`config.mk`:
```
export PLATFORM = sky130hd
export DESIGN_NAME = fetch_tlb4
export DESIGN_NICKNAME = d
export VERILOG_FILES = /design/src/rtl/ftlb_pkg.sv /design/src/rtl/ftlb_datapath.sv /design/src/rtl/ftlb_control.sv /design/src/rtl/fetch_tlb4.sv
export SDC_FILE = /design/constraint.sdc
export NUM_CORES = 1
export LEC_CHECK = 0
export BUFFER_PORTS_ARGS = -buffer_cell sky130_fd_sc_hd__buf_2
export CAP_MARGIN = 30
export CORE_MARGIN = 2
export CORE_UTILIZATION = 58
export CTS_CLUSTER_SIZE = 25
export DETAILED_ROUTE_END_ITERATION = 7
export PLACE_DENSITY = 0.78
export REMOVE_ABC_BUFFERS = 1
export SLEW_MARGIN = 20
export SYNTH_ARGS = -nofsm -noshare
export SYNTH_HDL_FRONTEND = slang
export SYNTH_SLANG_ARGS = --single-unit
```
`constraint.sdc`:
```
create_clock -name clk -period 6 [get_ports clk]
set_clock_uncertainty 0.15 [all_clocks]
set_input_delay 0.6 -clock clk [delete_from_list [all_inputs] [get_ports clk]]
set_output_delay 0.6 -clock clk [all_outputs]
set_load 0.005 [all_outputs]
```
`src/rtl/ftlb_pkg.sv`:
```
package ftlb_pkg;

  localparam int TLB_ENTRIES = 4;
  localparam int IDX_W       = 2;
  localparam int LRU_W       = 6;
  localparam int CNT_W       = $clog2(TLB_ENTRIES + 1);
  localparam int OFF_W       = 10;

  typedef enum logic [1:0] {
    PG_1K  = 2'b00,
    PG_4K  = 2'b01,
    PG_64K = 2'b10,
    PG_1M  = 2'b11
  } pageSize_t;

  typedef struct packed {
    logic             wrEn;
    logic [IDX_W-1:0] wrIdx;
    logic             flush;
  } ftlbStrobe_t;

  function automatic int unsigned pageShift(input logic [1:0] code);
    case (pageSize_t'(code))
      PG_1K:   pageShift = 10;
      PG_4K:   pageShift = 12;
      PG_64K:  pageShift = 16;
      default: pageShift = 20;
    endcase
  endfunction

  // Pairwise order refresh for a use of slot idx.
  function automatic logic [LRU_W-1:0] orderTouch(input logic [LRU_W-1:0] s,
                                                  input logic [IDX_W-1:0] idx);
    case (idx)
      2'd0:    orderTouch = s & 6'b000111;
      2'd1:    orderTouch = (s & 6'b111001) | 6'b100000;
      2'd2:    orderTouch = (s & 6'b111110) | 6'b010100;
      default: orderTouch = s | 6'b001011;
    endcase
  endfunction

  // Ordered pattern tests; the last branch covers states no use sequence reaches.
  function automatic logic [IDX_W-1:0] orderVictim(input logic [LRU_W-1:0] s);
    if (s[5:3] == 3'b111)                  orderVictim = 2'd0;
    else if (!s[5] && s[2:1] == 2'b11)     orderVictim = 2'd1;
    else if (!s[4] && !s[2] && s[0])       orderVictim = 2'd2;
    else if (!s[3] && !s[1] && !s[0])      orderVictim = 2'd3;
    else                                   orderVictim = 2'd0;
  endfunction

endpackage

```
`src/rtl/ftlb_datapath.sv`:
```
module ftlb_datapath
  import ftlb_pkg::*;
#(
  parameter int VA_W   = 32,
  parameter int PA_W   = 29,
  parameter int ASID_W = 8
) (
  input  logic                   clk,
  input  logic                   rst_n,
  input  ftlbStrobe_t            strobe,
  input  logic [VA_W-OFF_W-1:0]  fillVpn,
  input  logic [PA_W-OFF_W-1:0]  fillPpn,
  input  logic [ASID_W-1:0]      fillAsid,
  input  logic [1:0]             fillSize,
  input  logic                   fillShared,
  input  logic                   fillUserExec,
  input  logic                   fillCache,
  input  logic [VA_W-1:0]        lookupAddr,
  input  logic [ASID_W-1:0]      curAsid,
  input  logic                   asidCheckOff,
  output logic [TLB_ENTRIES-1:0] matchVec,
  output logic [PA_W-1:0]        selPhys,
  output logic                   selUserExec,
  output logic                   selCache
);

  localparam int VPN_W = VA_W - OFF_W;
  localparam int PPN_W = PA_W - OFF_W;

  logic [TLB_ENTRIES-1:0] validQ;
  logic [TLB_ENTRIES-1:0] sharedQ;
  logic [TLB_ENTRIES-1:0] userExecQ;
  logic [TLB_ENTRIES-1:0] cacheQ;
  logic [VPN_W-1:0]       vpnQ  [TLB_ENTRIES];
  logic [PPN_W-1:0]       ppnQ  [TLB_ENTRIES];
  logic [ASID_W-1:0]      asidQ [TLB_ENTRIES];
  logic [1:0]             sizeQ [TLB_ENTRIES];
  logic [PA_W-1:0]        physArr [TLB_ENTRIES];

  always_ff @(posedge clk or negedge rst_n) begin
    if (!rst_n) begin
      validQ    <= '0;
      sharedQ   <= '0;
      userExecQ <= '0;
      cacheQ    <= '0;
      for (int i = 0; i < TLB_ENTRIES; i++) begin
        vpnQ[i]  <= '0;
        ppnQ[i]  <= '0;
        asidQ[i] <= '0;
        sizeQ[i] <= '0;
      end
    end else if (strobe.flush) begin
      validQ <= '0;
    end else if (strobe.wrEn) begin
      validQ[strobe.wrIdx]    <= 1'b1;
      sharedQ[strobe.wrIdx]   <= fillShared;
      userExecQ[strobe.wrIdx] <= fillUserExec;
      cacheQ[strobe.wrIdx]    <= fillCache;
      vpnQ[strobe.wrIdx]      <= fillVpn;
      ppnQ[strobe.wrIdx]      <= fillPpn;
      asidQ[strobe.wrIdx]     <= fillAsid;
      sizeQ[strobe.wrIdx]     <= fillSize;
    end
  end

  for (genvar g = 0; g < TLB_ENTRIES; g++) begin : gSlot
    logic [VPN_W-1:0] cmpMask;
    logic [PA_W-1:0]  offMask;
    logic             tagOk;
    logic             pageEq;

    always_comb begin
      cmpMask = {VPN_W{1'b1}} << (pageShift(sizeQ[g]) - OFF_W);
      offMask = ~({PA_W{1'b1}} << pageShift(sizeQ[g]));
      tagOk   = sharedQ[g] | asidCheckOff | (asidQ[g] == curAsid);
      pageEq  = ((lookupAddr[VA_W-1:OFF_W] ^ vpnQ[g]) & cmpMask) == '0;
    end

    assign matchVec[g] = validQ[g] & tagOk & pageEq;
    assign physArr[g]  = ({ppnQ[g], {OFF_W{1'b0}}} & ~offMask) |
                         (lookupAddr[PA_W-1:0] & offMask);
  end

  // One-hot OR mux; meaningful only when a single slot matches.
  always_comb begin
    selPhys     = '0;
    selUserExec = 1'b0;
    selCache    = 1'b0;
    for (int i = 0; i < TLB_ENTRIES; i++) begin
      if (matchVec[i]) begin
        selPhys     = selPhys | physArr[i];
        selUserExec = selUserExec | userExecQ[i];
        selCache    = selCache | cacheQ[i];
      end
    end
  end

endmodule

```
`src/rtl/ftlb_control.sv`:
```
module ftlb_control
  import ftlb_pkg::*;
(
  input  logic                   clk,
  input  logic                   rst_n,
  input  logic                   lookupValid,
  input  logic [TLB_ENTRIES-1:0] matchVec,
  input  logic                   fillValid,
  input  logic                   flushAll,
  output ftlbStrobe_t            strobe,
  output logic [IDX_W-1:0]       hitIdx,
  output logic                   hitOne,
  output logic                   noHit,
  output logic                   manyHit,
  output logic [LRU_W-1:0]       lruState,
  output logic [IDX_W-1:0]       victimIdx
);

  logic [CNT_W-1:0] matchCnt;
  logic [LRU_W-1:0] lruNext;
  logic             fillTakes;

  always_comb begin
    hitIdx   = '0;
    matchCnt = '0;
    for (int i = 0; i < TLB_ENTRIES; i++) begin
      if (matchVec[i]) begin
        hitIdx   = IDX_W'(i);
        matchCnt = matchCnt + CNT_W'(1);
      end
    end
  end

  assign hitOne    = (matchCnt == CNT_W'(1));
  assign noHit     = (matchCnt == '0);
  assign manyHit   = (matchCnt > CNT_W'(1));
  assign victimIdx = orderVictim(lruState);
  assign fillTakes = fillValid & ~flushAll;

  assign strobe.wrEn  = fillTakes;
  assign strobe.wrIdx = victimIdx;
  assign strobe.flush = flushAll;

  always_comb begin
    lruNext = lruState;
    if (fillTakes)
      lruNext = orderTouch(lruState, victimIdx);
    else if (lookupValid && hitOne)
      lruNext = orderTouch(lruState, hitIdx);
  end

  always_ff @(posedge clk or negedge rst_n) begin
    if (!rst_n) lruState <= '0;
    else        lruState <= lruNext;
  end

endmodule

```
`src/rtl/fetch_tlb4.sv`:
```
module fetch_tlb4
  import ftlb_pkg::*;
#(
  parameter int VA_W   = 32,
  parameter int PA_W   = 29,
  parameter int ASID_W = 8
) (
  input  logic                  clk,
  input  logic                  rst_n,
  input  logic                  lookupValid,
  input  logic [VA_W-1:0]       lookupAddr,
  input  logic [ASID_W-1:0]     curAsid,
  input  logic                  asidCheckOff,
  input  logic                  userMode,
  input  logic                  flushAll,
  input  logic                  fillValid,
  input  logic [VA_W-11:0]      fillVpn,
  input  logic [PA_W-11:0]      fillPpn,
  input  logic [ASID_W-1:0]     fillAsid,
  input  logic [1:0]            fillSize,
  input  logic                  fillShared,
  input  logic                  fillUserExec,
  input  logic                  fillCache,
  output logic                  tlbHit,
  output logic                  tlbMiss,
  output logic                  tlbMulti,
  output logic [1:0]            hitIndex,
  output logic [PA_W-1:0]       physAddr,
  output logic                  protFault,
  output logic                  cacheable,
  output logic [5:0]            lruState,
  output logic [1:0]            victimIdx
);

  ftlbStrobe_t            strobe;
  logic [TLB_ENTRIES-1:0] matchVec;
  logic [PA_W-1:0]        selPhys;
  logic                   selUserExec;
  logic                   selCache;
  logic                   hitOne;
  logic                   noHit;
  logic                   manyHit;

  ftlb_datapath #(.VA_W(VA_W), .PA_W(PA_W), .ASID_W(ASID_W)) uDp (
    .clk          (clk),
    .rst_n        (rst_n),
    .strobe       (strobe),
    .fillVpn      (fillVpn),
    .fillPpn      (fillPpn),
    .fillAsid     (fillAsid),
    .fillSize     (fillSize),
    .fillShared   (fillShared),
    .fillUserExec (fillUserExec),
    .fillCache    (fillCache),
    .lookupAddr   (lookupAddr),
    .curAsid      (curAsid),
    .asidCheckOff (asidCheckOff),
    .matchVec     (matchVec),
    .selPhys      (selPhys),
    .selUserExec  (selUserExec),
    .selCache     (selCache)
  );

  ftlb_control uCtl (
    .clk         (clk),
    .rst_n       (rst_n),
    .lookupValid (lookupValid),
    .matchVec    (matchVec),
    .fillValid   (fillValid),
    .flushAll    (flushAll),
    .strobe      (strobe),
    .hitIdx      (hitIndex),
    .hitOne      (hitOne),
    .noHit       (noHit),
    .manyHit     (manyHit),
    .lruState    (lruState),
    .victimIdx   (victimIdx)
  );

  assign tlbHit    = lookupValid & hitOne;
  assign tlbMiss   = lookupValid & noHit;
  assign tlbMulti  = lookupValid & manyHit;
  assign physAddr  = selPhys;
  assign protFault = tlbHit & userMode & ~selUserExec;
  assign cacheable = tlbHit & selCache;

endmodule

```
# [Word level (Yosys, flattened, before mapping)]
# Index checks and enable logic that the tools add are counted.
# W data, S select, Z words.
[totals] word_cells=225 reg_bits=226 n_memories=0 latchBits=0 ram_bits=0 inputBits=101 romBits=0
[classes] mux=50 reduce_logical=37 n_lt_le_gt_ge=5 div_mod_pow=0 eq_ne=28 shifts=8 n_mul=0 addsub=7 bitwise_logic=64
[op_table] cell="$and A29 B29 Y29" count=8
[op_table] cell="$not A29 Y29" count=8
[op_table] cell="$or A29 B29 Y29" count=7
[op_table] cell="$shl A22 B32 Y22 const A" count=4
[op_table] cell="$mux W29" count=4
[op_table] cell="$shl A29 B5 Y29 const A" count=4
[op_table] cell="$and A22 B22 Y22" count=4
[op_table] cell="$bwmux W88" count=1
[op_table] cell="$logic_not A22 Y1" count=4
[op_table] cell="$xor A22 B22 Y22" count=4
[op_table] cell="$bwmux W76" count=1
[op_table] cell="$pmux W5 S3" count=4
[op_table] cell="$demux W22 S2" count=1
[op_table] cell="$demux W19 S2" count=1
[op_table] cell="$pmux W6 S3" count=2
[op_table] cell="$bwmux W32" count=1
[op_table] cell="$eq A8 B8 Y1" count=4
[op_table] cell="$reduce_and A5 Y1" count=6
[op_table] cell="$sub A5 B4 Y6 const B" count=4
[op_table] cell="$mux W22" count=1
[op_table] cell="$mux W19" count=1
[op_table] cell="$demux W8 S2" count=1
[op_table] cell="$and A1 B1 Y1" count=15
[op_table] cell="$eq A2 B2 Y1 const B" count=7
[op_table] cell="34 further kinds" count=102

# [Depth between registers and ports, before layout]
# Gate-level depths: netlist (run 1).
[depth] ltp_word=18 mapped_depth=17 ltp_nobuf=15

# [Modules after synthesis]
# From an unflattened synthesis (run 1), not the netlist that was laid out.
[unflattened] hier_cells=862 hier_area_um2=11267.1
[by_module_without_submodules] module="ftlb_datapath" area_per_inst_um2=10607.7 cells_each=787 seq_area_each_um2=5505.3 instances=1
[by_module_without_submodules] module="ftlb_control" area_per_inst_um2=619.3 cells_each=70 seq_area_each_um2=150.1 instances=1
[by_module_without_submodules] module="fetch_tlb4" area_per_inst_um2=40.0 cells_each=5 seq_area_each_um2=0.0 instances=1

# [Least setup slack after synthesis (run 1)]
# No wires, ideal clock.
[synth_path] path_kind="input -> output" startpoint="input port lookupAddr[15]" endpoint="output port cacheable" path_slack_ns=0.976 cell_stages=15 arrival_time_ns=4.274 path_buffers=3 path_cell_list="clkbuf_1 -> xnor2_1 -> nand4_1 -> nor3_1 -> a21oi_1 -> a2111oi_0 -> clkbuf_1 -> ha_1 -> xnor2_1 -> ha_1 -> nand2b_1 -> o221a_2 -> nor4b_2 -> buf_4 -> a21boi_0"
[synth_via] elab_chain_len=14
[synth_rtl] element="start: declaration" line_no="fetch_tlb4.sv:11" source="input logic [VA_W-1:0] lookupAddr,"
[synth_rtl] element="$xor A22 B22 Y22" line_no="ftlb_datapath.sv:76" source="pageEq = ((lookupAddr[VA_W-1:OFF_W] ^ vpnQ[g]) & cmpMask) == '0;"
[synth_rtl] element="$and A22 B22 Y22" line_no="ftlb_datapath.sv:76"
[synth_rtl] element="$logic_not A22 Y1" line_no="ftlb_datapath.sv:76"
[synth_rtl] element="$and A1 B1 Y1" line_no="ftlb_datapath.sv:79" source="assign matchVec[g] = validQ[g] & tagOk & pageEq;"
[synth_rtl] element="$mux W1" line_no="ftlb_control.sv:27" source="if (matchVec[i]) begin"
[synth_rtl] element="$add A1 B1 Y2" line_no="ftlb_control.sv:29" source="matchCnt = matchCnt + CNT_W'(1);"
[synth_rtl] element="$mux W3" line_no="ftlb_control.sv:27"
[synth_rtl] element="$add A3 B1 Y3" line_no="ftlb_control.sv:29"
[synth_rtl] element="$mux W3" line_no="ftlb_control.sv:27"
[synth_rtl] element="$add A3 B1 Y3" line_no="ftlb_control.sv:29"
[synth_rtl] element="$mux W3 (*)" line_no="ftlb_control.sv:27"
[synth_rtl] element="$eq A3 B1 Y1 (*)" line_no="ftlb_control.sv:34" source="assign hitOne = (matchCnt == CNT_W'(1));"
[synth_rtl] element="$and A1 B1 Y1 (*)" line_no="fetch_tlb4.sv:80" source="assign tlbHit = lookupValid & hitOne;"
[synth_rtl] element="net tlbHit" line_no="fetch_tlb4.sv:24" source="output logic tlbHit,"
[synth_rtl] element="$and A1 B1 Y1 (*)" line_no="fetch_tlb4.sv:85" source="assign cacheable = tlbHit & selCache;"
[synth_rtl] element="end: declaration" line_no="fetch_tlb4.sv:30" source="output logic cacheable,"
# The timed path passes the listed nets; every way through them passes the cells marked *.

# [Worst setup path in the final report (run 1)]
[layout_path] startpoint="register uDp.vpnQ[52] in the netlist's numbering" endpoint="output port cacheable"
[layout_via] elab_chain_len=12
[layout_rtl] element="start: declaration" line_no="ftlb_datapath.sv:34" source="logic [VPN_W-1:0] vpnQ [TLB_ENTRIES];"
[layout_rtl] element="start signal: indexed assignment" line_no="ftlb_datapath.sv:59" source="vpnQ[strobe.wrIdx] <= fillVpn;"
[layout_rtl] element="$xor A22 B22 Y22 (*)" line_no="ftlb_datapath.sv:76"
[layout_rtl] element="$and A22 B22 Y22 (*)" line_no="ftlb_datapath.sv:76"
[layout_rtl] element="$logic_not A22 Y1 (*)" line_no="ftlb_datapath.sv:76"
[layout_rtl] element="$and A1 B1 Y1 (*)" line_no="ftlb_datapath.sv:79"
[layout_rtl] element="$mux W3" line_no="ftlb_control.sv:27"
[layout_rtl] element="$add A3 B1 Y3" line_no="ftlb_control.sv:29"
[layout_rtl] element="$mux W3" line_no="ftlb_control.sv:27"
[layout_rtl] element="$add A3 B1 Y3" line_no="ftlb_control.sv:29"
[layout_rtl] element="$mux W3" line_no="ftlb_control.sv:27"
[layout_rtl] element="$eq A3 B1 Y1" line_no="ftlb_control.sv:34"
[layout_rtl] element="$and A1 B1 Y1" line_no="fetch_tlb4.sv:80"
[layout_rtl] element="$and A1 B1 Y1 (*)" line_no="fetch_tlb4.sv:85"
# Every way passes the cells marked *; elsewhere a longest branch is shown, timed or not.

==> results.yml, run 1 <==
run_status:
  status: "complete, no violations"
timing:
  whs_ns: 0.212
  fin_ws_ns: 0.517
  fin_crit_ns: 5.48
  rsz0062_at_grt: "false"
  maxSlewViolCount: 0
  period_share_pct: 91.4
  worst_pin_slew_ns: 0.900
  setup_viol: 0
  max_freq_mhz: 182
  hold_viol_final: 0
  fin_setup_tns_ns: 0
  slew-limit-headroom_pct: 39.8
floorplanning:
  dieArea_sq_mm: 0.0205
  rows: 50
  start_util_pct: 59.6
  die_height_microns: 143
  fp.coreArea_sq_mm: 0.0188
  num_io_pins: 145
  die_x_microns: 143
global_route:
  grt-ovfl-total: 0
  grt_max_degree: 137
  antenna_found_initial: 2
  grt_pass1_wl_microns: 40900
  track_usage_pct: 25.6
  first_global_vias: 7983
power_and_ir_drop:
  p_leak_nw: 5.91
  peakVddDrop_mv: 0.290
  p_sw_mw: 1.99
  p_int_mw: 4.41
  powerDensity_mw_per_mm2: 492
  clock_power_share_pct: 23.1
  pwr-share-seq_pct: 44.4
  power_frac_comb_pct: 32.5
  p_sw_share_pct: 31.1
yosys:
  async_flop_share_pct: 100
  ys_seq_elements: 226
  synth_ff_type: "dfrtp_1"
  syn_area_sq_mm: 0.0112
  postSynthCellCount: 876
  yosysMostFrequentCell: "dfrtp_1"
  yosysSeqAreaShare_pct: 50.4
  synth_warnings: 0
  yosysTopAreaCell: "dfrtp_1"
  synth.area.top_cells: "dfrtp_1 (50%), mux2_2 (22%), xnor2_1 (5.5%)"
  synth-edff-count: 0
  synthTopCellsByCount: "dfrtp_1 (226), mux2_2 (216), xnor2_1 (70)"
  synth_top_area_share_pct: 50.4
  syn_avg_cell_area_sq_um: 12.8
  synth_cell_types: 51
final_layout:
  syn2layout_area_growth_pct: 15.9
  final_area_sq_mm: 0.0130
  fillers: 1390
  nets: 1119
  drive_above_1_share_pct: 41.2
drt:
  drt-initial-drc-count: 371
  viasPerCell: 5.79
  ant_nets: 0
  postRouteWirelength_microns: 25700
  route.detailed.drc: 0
  num_vias: 7446
  wl_per_cell_microns: 20.0
  drt-pass1-iter-count: 4
clock_network:
  cts_sinks: 226
  cts-htree-levels: 1
  clockBufferDepth: 3
  clk_latency_ns: 0.51
  cts_root_buf: "clkbuf_16"
  cts.clk_slew.worst_paths_ns: 0.06
  cts_tree: "yes"
  cts-buffers-inserted: 24
setup_path:
  critPathKind: "flop to primary output"
  worst_ep_arrival_time_ns: 4.73
  start_kind: "flop"
  cp_max_fo: 13
  worstPathRequired_ns: 5.25
  max_stage_delay_ns: 0.41
  timing.critical_path.cells: "xnor2_1, nand4_1, nor3_1, a21oi_1, a2111oi_2, buf_4, inv_1, ha_1, o21ai_0, ha_1, nand2b_1, o221a_2, nor4b_2, buf_4, a21boi_0, buf_2"
  cp-end-kind: "primary output"
  slowest_stage: "dfrtp_1"
placement:
  place_area_sq_mm: 0.0122
  dpl.hpwl_microns: 17500
  port_buffers: 144
  dp_worst_setup_slack_ns: 0.759
  gp_congestion: 0.810
run:
  cap_viol_max_count: 0
hold_path:
  hold_class: "input port to flop"
[cells by family (layout without fill, tap and decap cells)]
kind of cell	after synthesis	in the layout	synth area share, %
buffers and inverters	66	213	2.43
adder cells (fa/ha/maj)	11	11	1.23
XOR/XNOR	124	124	9.68
flip-flops	226	226	50.4
AO/OA/AOI/OAI	80	80	5.29
multiplexers	260	260	25.7
other	0	2	0
AND/OR/NAND/NOR	109	109	5.22
[placed cells by master (no fill, tap or decap), types with 13 or more instances in the layout]
cell       Yosys  routed
a22oi_1       21      21
buf_2          5     143
clkbuf_16      0      25
dfrtp_1      226     226
inv_1         16      16
mux2_2       216     216
mux2i_1       40      40
nand2_1       28      24
nand4_1       14      14
nor2_1        15      15
o21ai_0       13      13
xnor2_1       70      70
xor2_1        54      54
[cell type report]
class                      instances  area [sq um]  area share [%]
multi-input combinational        584          5310            40.9
inverter                          16          60.1           0.462
timing repair buffer             155           848            6.53
tap                              260           325            2.50
antenna                            2          5.00          0.0385
sequential                       226          5660            43.5
clock inverter                     5          52.6           0.404
clock buffer                      37           741            5.70
[timing repair]
| item | in CTS | in global routing |
|---|---|---|
| hold endpoints to repair | 83 | 0 |
| setup buffers | 0 | 0 |
| gates resized for setup | 0 | 0 |
| hold buffers | 1 | 0 |
[sequential cells by signal, indices dropped and copies added, names as in the netlist]
signal and count:
uDp.userExecQ 4, uDp.ppnQ 76, uDp.sharedQ 4, uCtl.lruState 6
uDp.cacheQ 4, uDp.validQ 4, uDp.vpnQ 88, uDp.sizeQ 8
uDp.asidQ 32
[layer usage]
metal  vias to the layer above  routed length [microns]  GRT usage [%]
li1                       3380                        -              -
met4                         0                      678           9.02
met3                        50                     1340           4.80
met1                      3806                    11400           34.1
met2                       210                    12300           42.1
met5                         -                        0              0
[final timing paths]
check	startpoint	to	slack (ns)	cells past startpoint
hold / removal	fillAsid[4]	uDp.asidQ[28]	0.21	2
max in group asynchronous	rst_n	uDp.vpnQ[85]	3.97	3
min in group asynchronous	rst_n	uDp.asidQ[8]	0.53	2
setup reg to reg	uDp.vpnQ[52]	uCtl.lruState[4]	1.36	16
setup / recovery	uDp.vpnQ[52]	cacheable	0.52	16
hold reg to reg	uDp.ppnQ[21]	uDp.ppnQ[21]	0.36	1
[through the flow]
stage,total power [mW],utilization (%),cells
floorplan,4.32,-,826
global placement,4.81,64.6,1239
detailed placement,4.91,64.7,1240
CTS,6.42,69.0,1283
global route,6.77,69.0,1285
finish,6.39,69.0,1285
[power groups by stage]
stage	sequential [mW]	combinational, mW	clock (mW)
2_1_floorplan	2.69	1.63	0
3_5_place_dp	2.84	2.07	0
5_1_grt	2.92	2.28	1.56
6_report	2.84	2.08	1.48
3_3_place_gp	2.81	2.00	0
4_1_cts	2.82	2.09	1.50
[worst max-delay path, delay by kind of cell, from the launching register on]
family / cells / cell delay, ns
simple gates: 4 / 0.85
compound gates: 5 / 1.17
buf+inv: 4 / 0.92
flops: 1 / 0.41
fa+ha+maj: 2 / 0.62
xor+xnor: 1 / 0.23
Note: power is estimated with default switching activity, not from simulation.
==> run 2, diff against run 1 <==
Settings changed: CTS_BUF_LIST set to sky130_fd_sc_hd__clkbuf_16, SETUP_SLACK_MARGIN set to 0.15.
==> results.yml, run 2 (synthesized netlist as in run 1, its figures left out) <==
run_status:
  status: "complete, no violations"
placement:
  port_buffers: 144
  gp_congestion: 0.810
  place_area_sq_mm: 0.0122
  dp.cells: 1240
  dp_worst_setup_slack_ns: 0.759
  dpl.hpwl_microns: 17500
drt:
  drt-met1-wl_microns: 11300
  route.detailed.drc: 0
  viasPerCell: 5.83
  ant_nets: 0
  met2_length_microns: 12200
  drt-initial-drc-count: 375
  wl_per_cell_microns: 20.0
  postRouteWirelength_microns: 25700
  wl_met3_microns: 1430
  num_vias: 7490
  highest_layer: "met4"
  drt-pass1-iter-count: 5
setup_path:
  cp_max_fo: 13
  critPathBufInv: 4
  timing.critical_path.cells: "xnor2_1, nand4_1, nor3_1, a21oi_1, a2111oi_2, buf_4, inv_1, ha_1, o21ai_0, ha_1, nand2b_1, o221a_2, nor4b_2, buf_4, a21boi_0, buf_2"
  worst_ep_arrival_time_ns: 4.70
  start_kind: "flop"
  slowest_stage: "dfrtp_1"
  crit_start: "uDp.vpnQ[52]"
  max_stage_delay_ns: 0.41
  critPathKind: "flop to primary output"
  r2r-start: "uDp.vpnQ[52]"
  worstPathRequired_ns: 5.25
  cp-end-kind: "primary output"
  crit_family: "compound AO/OA/AOI/OAI gates"
global_route:
  grt_max_degree: 137
  antenna_found_initial: 2
  first_global_vias: 7937
  grt-ovfl-total: 0
  grt_pass1_wl_microns: 40800
  track_usage_pct: 25.5
floorplanning:
  die_height_microns: 143
  die_x_microns: 143
  rows: 50
  dieArea_sq_mm: 0.0205
  num_io_pins: 145
  fp.coreArea_sq_mm: 0.0188
  start_util_pct: 59.6
final_layout:
  instances_no_fill: 1285
  drive_above_1_share_pct: 40.5
  fillers: 1402
  largest_reg_flops: 88
  final_area_sq_mm: 0.0129
  nets: 1119
  multiInputGateArea_sq_mm: 0.00531
  syn2layout_area_growth_pct: 15.3
  final_common_cell: "dfrtp_1"
  regMostFlops: "uDp.vpnQ"
  layout_common_cells: "dfrtp_1 (226), mux2_2 (216), buf_2 (143), xnor2_1 (70), xor2_1 (54)"
  ff_latch_area_sq_mm: 0.00566
  largest_registers: "uDp.vpnQ x88, uDp.ppnQ x76, uDp.asidQ x32"
clock_network:
  cts_tree: "yes"
  cts_root_buf: "clkbuf_16"
  cts_sinks: 226
  clk_latency_ns: 0.51
  cts-htree-levels: 1
  clockBufferDepth: 3
  cts_resized: 0
  cts.clk_slew.worst_paths_ns: 0.06
  cts-buffers-inserted: 24
hold_path:
  hold_class: "input port to flop"
  worstHoldStart: "fillAsid[4]"
timing:
  hold_viol_final: 0
  period_share_pct: 90.9
  rsz0062_at_grt: "false"
  fin_ws_ns: 0.548
  fin_crit_ns: 5.45
  max_freq_mhz: 183
  worst_pin_slew_ns: 0.900
  maxSlewViolCount: 0
  slew-limit-headroom_pct: 39.8
  setup_viol: 0
power_and_ir_drop:
  powerDensity_mw_per_mm2: 486
  peakVddDrop_mv: 0.289
  p_leak_nw: 5.90
run:
  cap_viol_max_count: 0
run 2: power breakdown:
| part | leakage [nW] | internal [mW] | switching [mW] |
|---|---|---|---|
| Combinational | 2.80 | 1.22 | 0.859 |
| Sequential | 2.72 | 2.30 | 0.535 |
| Clock | 0.372 | 0.789 | 0.586 |
| Total | 5.90 | 4.31 | 1.98 |
run 2: what timing repair did:
| action | 4_1_cts | 5_1_grt |
|---|---|---|
| hold endpoints to repair | 83 | 0 |
| hold buffers | 1 | 0 |
| buffers inserted | 0 | 0 |
run 2: area by class of cell:
| class | count | area share [%] |
|---|---|---|
| repair buffers | 155 | 6.56 |
| well taps | 260 | 2.52 |
| diodes | 2 | 0.0387 |
| multi-input cells | 584 | 41.1 |
| flip-flops and latches | 226 | 43.7 |
| inverters | 16 | 0.465 |
| clock inverters | 17 | 0.755 |
| clock buffers | 25 | 4.84 |
run 2: through the flow:
| stage | total power, mW | hold WS (ns) | utilization (%) | TNS [ns] |
|---|---|---|---|---|
| 2_1_floorplan | 4.32 | 0.154 | - | -0.869 |
| 3_3_place_gp | 4.81 | 0.337 | 64.6 | 0 |
| 3_5_place_dp | 4.91 | 0.343 | 64.7 | 0 |
| 4_1_cts | 6.31 | 0.199 | 68.6 | 0 |
| 5_1_grt | 6.67 | 0.211 | 68.7 | 0 |
| 6_report | 6.29 | 0.211 | 68.7 | 0 |
run 2: worst reg2reg max path, stage by stage (launching register included):
cell and delay (ns):
dfrtp_1 0.41, xnor2_1 0.22, nand4_1 0.20, nor3_1 0.22, a21oi_1 0.10, a2111oi_2 0.36
buf_4 0.28, inv_1 0.29, ha_1 0.32, o21ai_0 0.25, ha_1 0.30, nand2b_1 0.16
o221a_2 0.28, nor4b_2 0.25, buf_4 0.22, a32oi_1 0.13, mux2_1 0.32
run 2: worst paths after layout:
kind / end / slack [ns] / depth (start not counted)
min in group asynchronous: uDp.asidQ[8] / 0.54 / 2
hold / removal: uDp.asidQ[28] / 0.21 / 2
setup / recovery: cacheable / 0.55 / 16
max in group asynchronous: uDp.cacheQ[3] / 3.99 / 3
hold reg to reg: uDp.ppnQ[21] / 0.35 / 1
setup reg to reg: uCtl.lruState[4] / 1.40 / 16
run 2: metal layers:
layer	vias up	GRT usage, %
met4	0	8.96
met5	-	0
met1	3820	34.1
li1	3385	-
met3	56	4.80
met2	229	42.0
